**config.mk**
```make
export PLATFORM = sky130hd
export DESIGN_NAME = mdio_mux_master
export DESIGN_NICKNAME = d
export VERILOG_FILES = /design/src/rtl/mdio_mux_pkg.sv /design/src/rtl/mdio_regfile.sv /design/src/rtl/mdio_frame_eng.sv /design/src/rtl/mdio_bus_fanout.sv /design/src/rtl/mdio_mux_master.sv
export SDC_FILE = /design/constraint.sdc
export NUM_CORES = 2
export LEC_CHECK = 0
export BUFFER_PORTS_ARGS = -buffer_cell sky130_fd_sc_hd__buf_2
export CORE_ASPECT_RATIO = 0.8
export CORE_MARGIN = 4
export CORE_UTILIZATION = 60
export CTS_CLUSTER_DIAMETER = 200
export CTS_CLUSTER_SIZE = 14
export DETAILED_ROUTE_END_ITERATION = 16
export HOLD_SLACK_MARGIN = 0.1
export PLACE_DENSITY = 0.88
export SYNTH_ARGS = -nofsm -noshare
export SYNTH_HDL_FRONTEND = slang
export SYNTH_HIERARCHICAL = 1
export SYNTH_SLANG_ARGS = --single-unit
```
**constraint.sdc**
```tcl
create_clock -name clk -period 21.7 [get_ports clk]
set_input_delay 1.085 -clock clk [delete_from_list [all_inputs] [get_ports clk]]
set_output_delay 1.085 -clock clk [all_outputs]
set_load 0.005 [all_outputs]
```
**src/rtl/mdio_mux_pkg.sv**
```systemverilog
package mdio_mux_pkg;

  localparam logic [9:0] OFS_RATE_EXT = 10'h000;
  localparam logic [9:0] OFS_RATE_INT = 10'h004;
  localparam logic [9:0] OFS_SCAN     = 10'h008;
  localparam logic [9:0] OFS_PARAM    = 10'h23C;
  localparam logic [9:0] OFS_RDATA    = 10'h240;
  localparam logic [9:0] OFS_ADDR     = 10'h244;
  localparam logic [9:0] OFS_CTRL     = 10'h248;
  localparam logic [9:0] OFS_STAT     = 10'h24C;

  localparam int LOCK_BIT    = 28;
  localparam int FRAME_BITS  = 64;
  localparam int TA_POS      = 46;
  localparam int DATA_POS    = 48;

  typedef enum logic [1:0] {ENG_IDLE, ENG_C45_ADR, ENG_XFER} eng_state_e;

  // field order follows the parameter word layout (bit 25 down to bit 0)
  typedef struct packed {
    logic        int_sel;
    logic [2:0]  bus;
    logic        c45;
    logic [4:0]  phy;
    logic [15:0] data;
  } param_t;

  function automatic logic [63:0] mk_frame(logic [1:0] st, logic [1:0] op,
                                           logic [4:0] phy, logic [4:0] ra,
                                           logic [1:0] ta, logic [15:0] d);
    return {32'hFFFF_FFFF, st, op, phy, ra, ta, d};
  endfunction

  function automatic logic [63:0] c45_addr_frame(param_t p, logic [20:0] a);
    return mk_frame(2'b00, 2'b00, p.phy, a[20:16], 2'b10, a[15:0]);
  endfunction

  function automatic logic [63:0] xfer_frame(param_t p, logic [20:0] a, logic rd);
    logic [1:0] st, op;
    logic [4:0] ra;
    st = p.c45 ? 2'b00 : 2'b01;
    op = rd ? (p.c45 ? 2'b11 : 2'b10) : 2'b01;
    ra = p.c45 ? a[20:16] : a[4:0];
    return mk_frame(st, op, p.phy, ra, rd ? 2'b11 : 2'b10, rd ? 16'hFFFF : p.data);
  endfunction

  // MDC half period in core clocks from divisor and dividend
  function automatic logic [32:0] mdc_half(logic [15:0] dv, logic [15:0] dd);
    logic [32:0] prod;
    prod = 33'(dv) * (33'(dd) + 33'd1);
    prod = prod >> 1;
    return (prod == '0) ? 33'd1 : prod;
  endfunction

endpackage

```
**src/rtl/mdio_regfile.sv**
```systemverilog
module mdio_regfile
  import mdio_mux_pkg::*;
#(
  parameter int ADDR_W = 10
) (
  input  logic              clk,
  input  logic              rst_n,
  input  logic [ADDR_W-1:0] reg_addr_i,
  input  logic              reg_we_i,
  input  logic [31:0]       reg_wdata_i,
  output logic [31:0]       reg_rdata_o,
  input  logic              busy_i,
  input  logic              fin_i,
  input  logic [15:0]       rd_word_i,
  output logic              start_o,
  output logic              abort_o,
  output logic              is_read_o,
  output param_t            param_o,
  output logic [20:0]       addr_o,
  output logic [31:0]       rate_ext_o,
  output logic [31:0]       rate_int_o,
  output logic              lockout_o,
  output logic              done_o
);

  logic [31:0] rate_ext_q, rate_int_q, scan_q;
  param_t      param_q;
  logic [20:0] addr_q;
  logic [1:0]  ctrl_q;
  logic        done_q;
  logic        ctrl_wr;

  function automatic logic hit(logic [ADDR_W-1:0] a, logic [9:0] ofs);
    return a == ADDR_W'(ofs);
  endfunction

  assign ctrl_wr   = reg_we_i && hit(reg_addr_i, OFS_CTRL);
  assign start_o   = ctrl_wr && !busy_i && (reg_wdata_i == 32'd1 || reg_wdata_i == 32'd2);
  assign abort_o   = ctrl_wr && (reg_wdata_i == 32'd0);
  assign is_read_o = reg_wdata_i[1];

  always_ff @(posedge clk) begin
    if (!rst_n) begin
      rate_ext_q <= '0;
      rate_int_q <= '0;
      scan_q     <= '0;
      param_q    <= '0;
      addr_q     <= '0;
      ctrl_q     <= '0;
      done_q     <= 1'b0;
    end else begin
      if (reg_we_i) begin
        if (hit(reg_addr_i, OFS_RATE_EXT)) rate_ext_q <= reg_wdata_i;
        if (hit(reg_addr_i, OFS_RATE_INT)) rate_int_q <= reg_wdata_i;
        if (hit(reg_addr_i, OFS_SCAN))     scan_q     <= reg_wdata_i;
        if (hit(reg_addr_i, OFS_PARAM))    param_q    <= reg_wdata_i[25:0];
        if (hit(reg_addr_i, OFS_ADDR))     addr_q     <= reg_wdata_i[20:0];
        if (ctrl_wr)                       ctrl_q     <= reg_wdata_i[1:0];
      end
      // clear wins over completion
      if (abort_o || start_o) done_q <= 1'b0;
      else if (fin_i)         done_q <= 1'b1;
    end
  end

  always_comb begin
    reg_rdata_o = '0;
    if      (hit(reg_addr_i, OFS_RATE_EXT)) reg_rdata_o = rate_ext_q;
    else if (hit(reg_addr_i, OFS_RATE_INT)) reg_rdata_o = rate_int_q;
    else if (hit(reg_addr_i, OFS_SCAN))     reg_rdata_o = scan_q;
    else if (hit(reg_addr_i, OFS_PARAM))    reg_rdata_o = {6'd0, param_q};
    else if (hit(reg_addr_i, OFS_RDATA))    reg_rdata_o = {16'd0, rd_word_i};
    else if (hit(reg_addr_i, OFS_ADDR))     reg_rdata_o = {11'd0, addr_q};
    else if (hit(reg_addr_i, OFS_CTRL))     reg_rdata_o = {30'd0, ctrl_q};
    else if (hit(reg_addr_i, OFS_STAT))     reg_rdata_o = {31'd0, done_q};
  end

  assign param_o    = param_q;
  assign addr_o     = addr_q;
  assign rate_ext_o = rate_ext_q;
  assign rate_int_o = rate_int_q;
  assign lockout_o  = scan_q[LOCK_BIT];
  assign done_o     = done_q;

endmodule

```
**src/rtl/mdio_frame_eng.sv**
```systemverilog
module mdio_frame_eng
  import mdio_mux_pkg::*;
(
  input  logic        clk,
  input  logic        rst_n,
  input  logic        start_i,
  input  logic        abort_i,
  input  logic        is_read_i,
  input  param_t      param_i,
  input  logic [20:0] addr_i,
  input  logic [32:0] half_i,
  input  logic        mdi_i,
  output logic        busy_o,
  output logic        mdc_o,
  output logic        mdo_o,
  output logic        moe_o,
  output logic        fin_o,
  output logic        rise_o,
  output param_t      lat_param_o,
  output logic [15:0] rd_word_o
);

  eng_state_e  st_q;
  param_t      par_q;
  logic [20:0] adr_q;
  logic        rdm_q, mdc_q;
  logic [32:0] half_q, hcnt_q;
  logic [63:0] sh_q;
  logic [5:0]  bit_q;
  logic [15:0] rdw_q;
  logic        tick, rise, fall, frame_end, in_rd_phase;

  assign busy_o      = (st_q != ENG_IDLE);
  assign tick        = busy_o && (hcnt_q == half_q - 33'd1);
  assign rise        = tick && !mdc_q;
  assign fall        = tick && mdc_q;
  assign frame_end   = fall && (bit_q == 6'(FRAME_BITS - 1));
  assign fin_o       = frame_end && (st_q == ENG_XFER);
  assign in_rd_phase = rdm_q && (st_q == ENG_XFER) && (int'(bit_q) >= TA_POS);

  always_ff @(posedge clk) begin
    if (!rst_n) begin
      st_q   <= ENG_IDLE;
      par_q  <= '0;
      adr_q  <= '0;
      rdm_q  <= 1'b0;
      mdc_q  <= 1'b0;
      half_q <= 33'd1;
      hcnt_q <= '0;
      sh_q   <= '0;
      bit_q  <= '0;
      rdw_q  <= '0;
    end else if (abort_i) begin
      st_q   <= ENG_IDLE;
      mdc_q  <= 1'b0;
      hcnt_q <= '0;
    end else if (start_i && !busy_o) begin
      par_q  <= param_i;
      adr_q  <= addr_i;
      rdm_q  <= is_read_i;
      half_q <= half_i;
      hcnt_q <= '0;
      bit_q  <= '0;
      mdc_q  <= 1'b0;
      sh_q   <= param_i.c45 ? c45_addr_frame(param_i, addr_i)
                            : xfer_frame(param_i, addr_i, is_read_i);
      st_q   <= param_i.c45 ? ENG_C45_ADR : ENG_XFER;
    end else if (busy_o) begin
      hcnt_q <= tick ? '0 : hcnt_q + 33'd1;
      if (rise) begin
        mdc_q <= 1'b1;
        if (rdm_q && st_q == ENG_XFER && int'(bit_q) >= DATA_POS)
          rdw_q <= {rdw_q[14:0], mdi_i};
      end
      if (fall) begin
        mdc_q <= 1'b0;
        if (frame_end) begin
          bit_q <= '0;
          if (st_q == ENG_C45_ADR) begin
            st_q <= ENG_XFER;
            sh_q <= xfer_frame(par_q, adr_q, rdm_q);
          end else begin
            st_q <= ENG_IDLE;
          end
        end else begin
          bit_q <= bit_q + 6'd1;
          sh_q  <= {sh_q[62:0], 1'b0};
        end
      end
    end
  end

  assign mdc_o       = mdc_q;
  assign moe_o       = busy_o && !in_rd_phase;
  assign mdo_o       = moe_o && sh_q[63];
  assign rise_o      = rise;
  assign lat_param_o = par_q;
  assign rd_word_o   = rdw_q;

endmodule

```
**src/rtl/mdio_bus_fanout.sv**
```systemverilog
module mdio_bus_fanout #(
  parameter int PER_GRP = 8,
  localparam int NUM_BUS = 2 * PER_GRP
) (
  input  logic               en_i,
  input  logic               int_sel_i,
  input  logic [2:0]         bus_i,
  input  logic               mdc_i,
  input  logic               mdo_i,
  input  logic               moe_i,
  output logic               mdi_o,
  output logic [NUM_BUS-1:0] mdc_o,
  output logic [NUM_BUS-1:0] mdio_o,
  output logic [NUM_BUS-1:0] mdio_oe,
  input  logic [NUM_BUS-1:0] mdio_i
);

  logic [NUM_BUS-1:0] sel;

  for (genvar g = 0; g < NUM_BUS; g++) begin : g_port
    localparam logic       IS_INT = (g < PER_GRP);
    localparam logic [2:0] IDX    = 3'(g % PER_GRP);
    assign sel[g]     = en_i && (int_sel_i == IS_INT) && (bus_i == IDX);
    assign mdc_o[g]   = sel[g] && mdc_i;
    assign mdio_o[g]  = sel[g] && mdo_i;
    assign mdio_oe[g] = sel[g] && moe_i;
  end

  assign mdi_o = |(sel & mdio_i);

endmodule

```
**src/rtl/mdio_mux_master.sv**
```systemverilog
module mdio_mux_master
  import mdio_mux_pkg::*;
#(
  parameter int ADDR_W = 10,
  parameter int BUSES_PER_GROUP = 8,
  localparam int NUM_BUS = 2 * BUSES_PER_GROUP
) (
  input  logic               clk,
  input  logic               rst_n,
  input  logic [ADDR_W-1:0]  reg_addr,
  input  logic               reg_we,
  input  logic [31:0]        reg_wdata,
  output logic [31:0]        reg_rdata,
  output logic               mgmt_lockout,
  output logic [NUM_BUS-1:0] mdc,
  output logic [NUM_BUS-1:0] mdio_o,
  output logic [NUM_BUS-1:0] mdio_oe,
  input  logic [NUM_BUS-1:0] mdio_i
);

  logic        start_w, abort_w, is_read_w, busy_w, fin_w, done_w, rise_w;
  logic        eng_mdc, eng_mdo, eng_moe, sel_mdi;
  param_t      live_par_w, lat_par_w;
  logic [20:0] live_addr_w;
  logic [31:0] rate_ext_w, rate_int_w, rate_sel_w;
  logic [32:0] half_w;
  logic [15:0] rd_word_w;

  mdio_regfile #(.ADDR_W(ADDR_W)) u_regs (
    .clk(clk), .rst_n(rst_n),
    .reg_addr_i(reg_addr), .reg_we_i(reg_we), .reg_wdata_i(reg_wdata),
    .reg_rdata_o(reg_rdata),
    .busy_i(busy_w), .fin_i(fin_w), .rd_word_i(rd_word_w),
    .start_o(start_w), .abort_o(abort_w), .is_read_o(is_read_w),
    .param_o(live_par_w), .addr_o(live_addr_w),
    .rate_ext_o(rate_ext_w), .rate_int_o(rate_int_w),
    .lockout_o(mgmt_lockout), .done_o(done_w)
  );

  assign rate_sel_w = live_par_w.int_sel ? rate_int_w : rate_ext_w;
  assign half_w     = mdc_half(rate_sel_w[15:0], rate_sel_w[31:16]);

  mdio_frame_eng u_eng (
    .clk(clk), .rst_n(rst_n),
    .start_i(start_w), .abort_i(abort_w), .is_read_i(is_read_w),
    .param_i(live_par_w), .addr_i(live_addr_w), .half_i(half_w),
    .mdi_i(sel_mdi),
    .busy_o(busy_w), .mdc_o(eng_mdc), .mdo_o(eng_mdo), .moe_o(eng_moe),
    .fin_o(fin_w), .rise_o(rise_w),
    .lat_param_o(lat_par_w), .rd_word_o(rd_word_w)
  );

  mdio_bus_fanout #(.PER_GRP(BUSES_PER_GROUP)) u_fan (
    .en_i(busy_w), .int_sel_i(lat_par_w.int_sel), .bus_i(lat_par_w.bus),
    .mdc_i(eng_mdc), .mdo_i(eng_mdo), .moe_i(eng_moe),
    .mdi_o(sel_mdi),
    .mdc_o(mdc), .mdio_o(mdio_o), .mdio_oe(mdio_oe), .mdio_i(mdio_i)
  );

endmodule

```
==> key figures <==
STA
  – Slew Viols, Final: 0
  – Final Hold Fails: 0
  – Setup violations, final: 0
  – Total negative slack: 0 ns
  – Worst-margin pin slew: ~1.2 ns
  – Slew HR: roughly 17%
  – Crit share post-route: between 40% and 50%
  – Final WS setup: around 12 ns
  – Skew final: approximately 0.023 ns
  – Unrepaired setup endpoints after global routing: no
  – Final min period: ~9.6 ns
  – Fmax: approximately 0.10 GHz

Final layout
  – FILL cells: ~3.7k
  – Share of cells above drive strength 1: 10.4%
  – Design area: 0.0287 mm^2
  – Final #Nets: between 3k and 4k
  – Area Growth Syn to Fin: 6.15%
  – Most common cell after layout, fill and taps aside: nand2_1
  – Most frequent cells in the layout: nand2_1, dfxtp_1, nor2_1
  – Core Util, Final: 64.5%

Clock network
  – CTS H-tree depth: 1
  – Clock transition at path regs: about 0.070 ns
  – Worst-Skew Late Latency: about 0.58 ns
  – Clk sinks: between 300 and 400
  – CTS tree: built
  – Post-CTS Setup Bufs: 0
  – # resized after CTS: 0
  – CTS buffer count: 28
  – Clk buf depth: 3
  – CTS hold repair buffers: 0
  – CTS root buf: clkbuf_16

Critical path
  – Critical path origin: u_regs/param_o[25]
  – R2R depth: 30
  – Crit path max-delay cell type: xor2_1
  – Worst Path Arrival: about 10 ns
  – Crit Path Max Fanout: 32
  – Reg2reg setup slack: 12.14 ns
  – Critical Path RT: 22.12 ns
  – FF-to-FF Start: u_regs/param_o[25]
  – Top cell by count, worst path: fa_1
  – Worst setup SP type: flop
  – Reg-to-reg endpoint: u_eng/half_q[0]
  – Setup crit end kind: flop
  – Critical path capture point: u_eng/half_q[0]
  – Critical path class: flop to flop
  – CP peak stage delay: 0.94 ns

Worst hold path
  – Min-Delay Startpoint: u_eng/lat_param_o[15]
  – Hold WC Path Type: flop to flop
  – Hold depth: 2

Routing
  – Via density: around 6.3
  – DRC Markers: 0
  – TritonRoute pass-1 iters: 5
  – Number of DRC markers in iteration 0: approximately 2.7k
  – Final ANT Viol Nets: 0
  – Total number of vias: approximately 24k
  – Routed WL per cell: a little over 20 um
  – Final wirelength: between 70 and 80 mm

GRT
  – First-pass GRT wire length: about 120 mm
  – Largest net degree at the start of global routing: 110
  – Vias in the first global route: ~23k
  – Initial antenna violation count: 1
  – GR Overflow Total: 0
  – GRT Total Usage: a little under a third

Placement
  – I/O Buffers: about 140
  – Dpl ws: roughly 12 ns
  – Placement Cell Area: about 0.028 mm^2
  – Final HPWL DP: approximately 57 mm
  – Global placement routability congestion: approximately 1

Die
  – Initial Utilization: 60.8%
  – Core Region: ~0.045 mm^2
  – Row Count: 69
  – Ports: roughly 140
  – Die height: 198 um
  – Die Area: between 0.04 and 0.05 mm^2
  – Die width: 246 um

Status
  – Status: complete, no violations

Power and ir drop
  – Switching Power: 0.257 mW
  – Seq pwr share: between 50% and 60%
  – Peak VDD IR: ~0.057 mV
  – P_leak: around 12 nW
  – Pwr Density: 39.0 mW/mm^2
  – Total power: approximately 1.1 mW
  – Clock power frac: between 40% and 50%
  – Pint: around 0.86 mW
  – Switching Share: between 20 and 25%
  – Comb pwr share: ~4.0%

Job
  – Number of max-cap violations: 0

Logic synthesis
  – Mapped cell area: roughly 0.027 mm^2
  – Ys Warns: 6
  – Synthesized net count: between 3k and 4k
  – Avg Inst Size Synth: ~8.4 um^2
  – Synth Instances: 3222
## metal layers
layer | share of wire [%] | GRT usage [%]
met5 | 0 | 0
met4 | 3.0 | 8.65
met3 | 12 | 8.49
met2 | 44 | 49.0
met1 | 40 | 43.1
## flip-flops by register name (all words and copies together), names as in the netlist, 10 cells and up
| name | count |
|---|---|
| u_eng/sh_q | 64 |
| u_eng/half_q | 33 |
| u_eng/hcnt_q | 33 |
| u_regs/rate_ext_o | 32 |
| u_regs/rate_int_o | 32 |
| u_regs/scan_q | 32 |
| u_eng/lat_param_o | 26 |
| u_regs/param_o | 26 |
| u_regs/addr_o | 21 |
| u_eng/rd_word_o | 16 |
| u_eng/adr_q | 10 |
## stage by stage
stage | instances | hold slack [ns]
after floorplan | 3222 | 0.431
after global placement | 3815 | 0.439
after detailed placement | 3815 | 0.444
after CTS | 3845 | 0.453
after global routing | 3845 | 0.469
final | 3846 | 0.451
## power groups by stage
stage / Clock (mW) / Sequential [mW] / Combinational, mW
global placement: 0 / 0.635 / 0.0429
global route: 0.479 / 0.621 / 0.0469
finish: 0.454 / 0.621 / 0.0452
detailed placement: 0 / 0.635 / 0.0431
floorplan: 0 / 0.635 / 0.0241
CTS: 0.455 / 0.621 / 0.0435
## worst max-delay path: cells and delay by family, from the launching register on
kind / cells / cell delay (ns)
AOI/OAI and AO/OA: 8 / 1.82
xor gates and xnor gates: 1 / 0.94
adders and majority gates: 8 / 3.79
buffers and inverters: 5 / 0.57
DFF: 1 / 0.80
muxes: 1 / 0.16
and+or+nand+nor: 7 / 1.30
## worst min-delay path by stage
stage	to	slack (ns)
2_1_floorplan	u_eng/lat_param_o[10]	0.43
3_3_place_gp	u_eng/lat_param_o[13]	0.44
3_5_place_dp	u_eng/lat_param_o[3]	0.44
4_1_cts	u_eng/lat_param_o[1]	0.45
5_1_grt	u_eng/adr_q[2]	0.47
6_report	u_eng/lat_param_o[15]	0.45
## area by class of cell
class | count | area (um^2) | area share [%]
multi-input cells | 2443 | 18500 | 64.4
well taps | 603 | 754 | 2.62
inverters | 246 | 926 | 3.22
flip-flops and latches | 338 | 6770 | 23.5
diodes | 1 | 2.50 | 0.00871
clock inverters | 2 | 32.5 | 0.113
clock buffers | 28 | 701 | 2.44
repair buffers | 185 | 1040 | 3.61
Note: power is estimated with default switching activity, not from simulation.
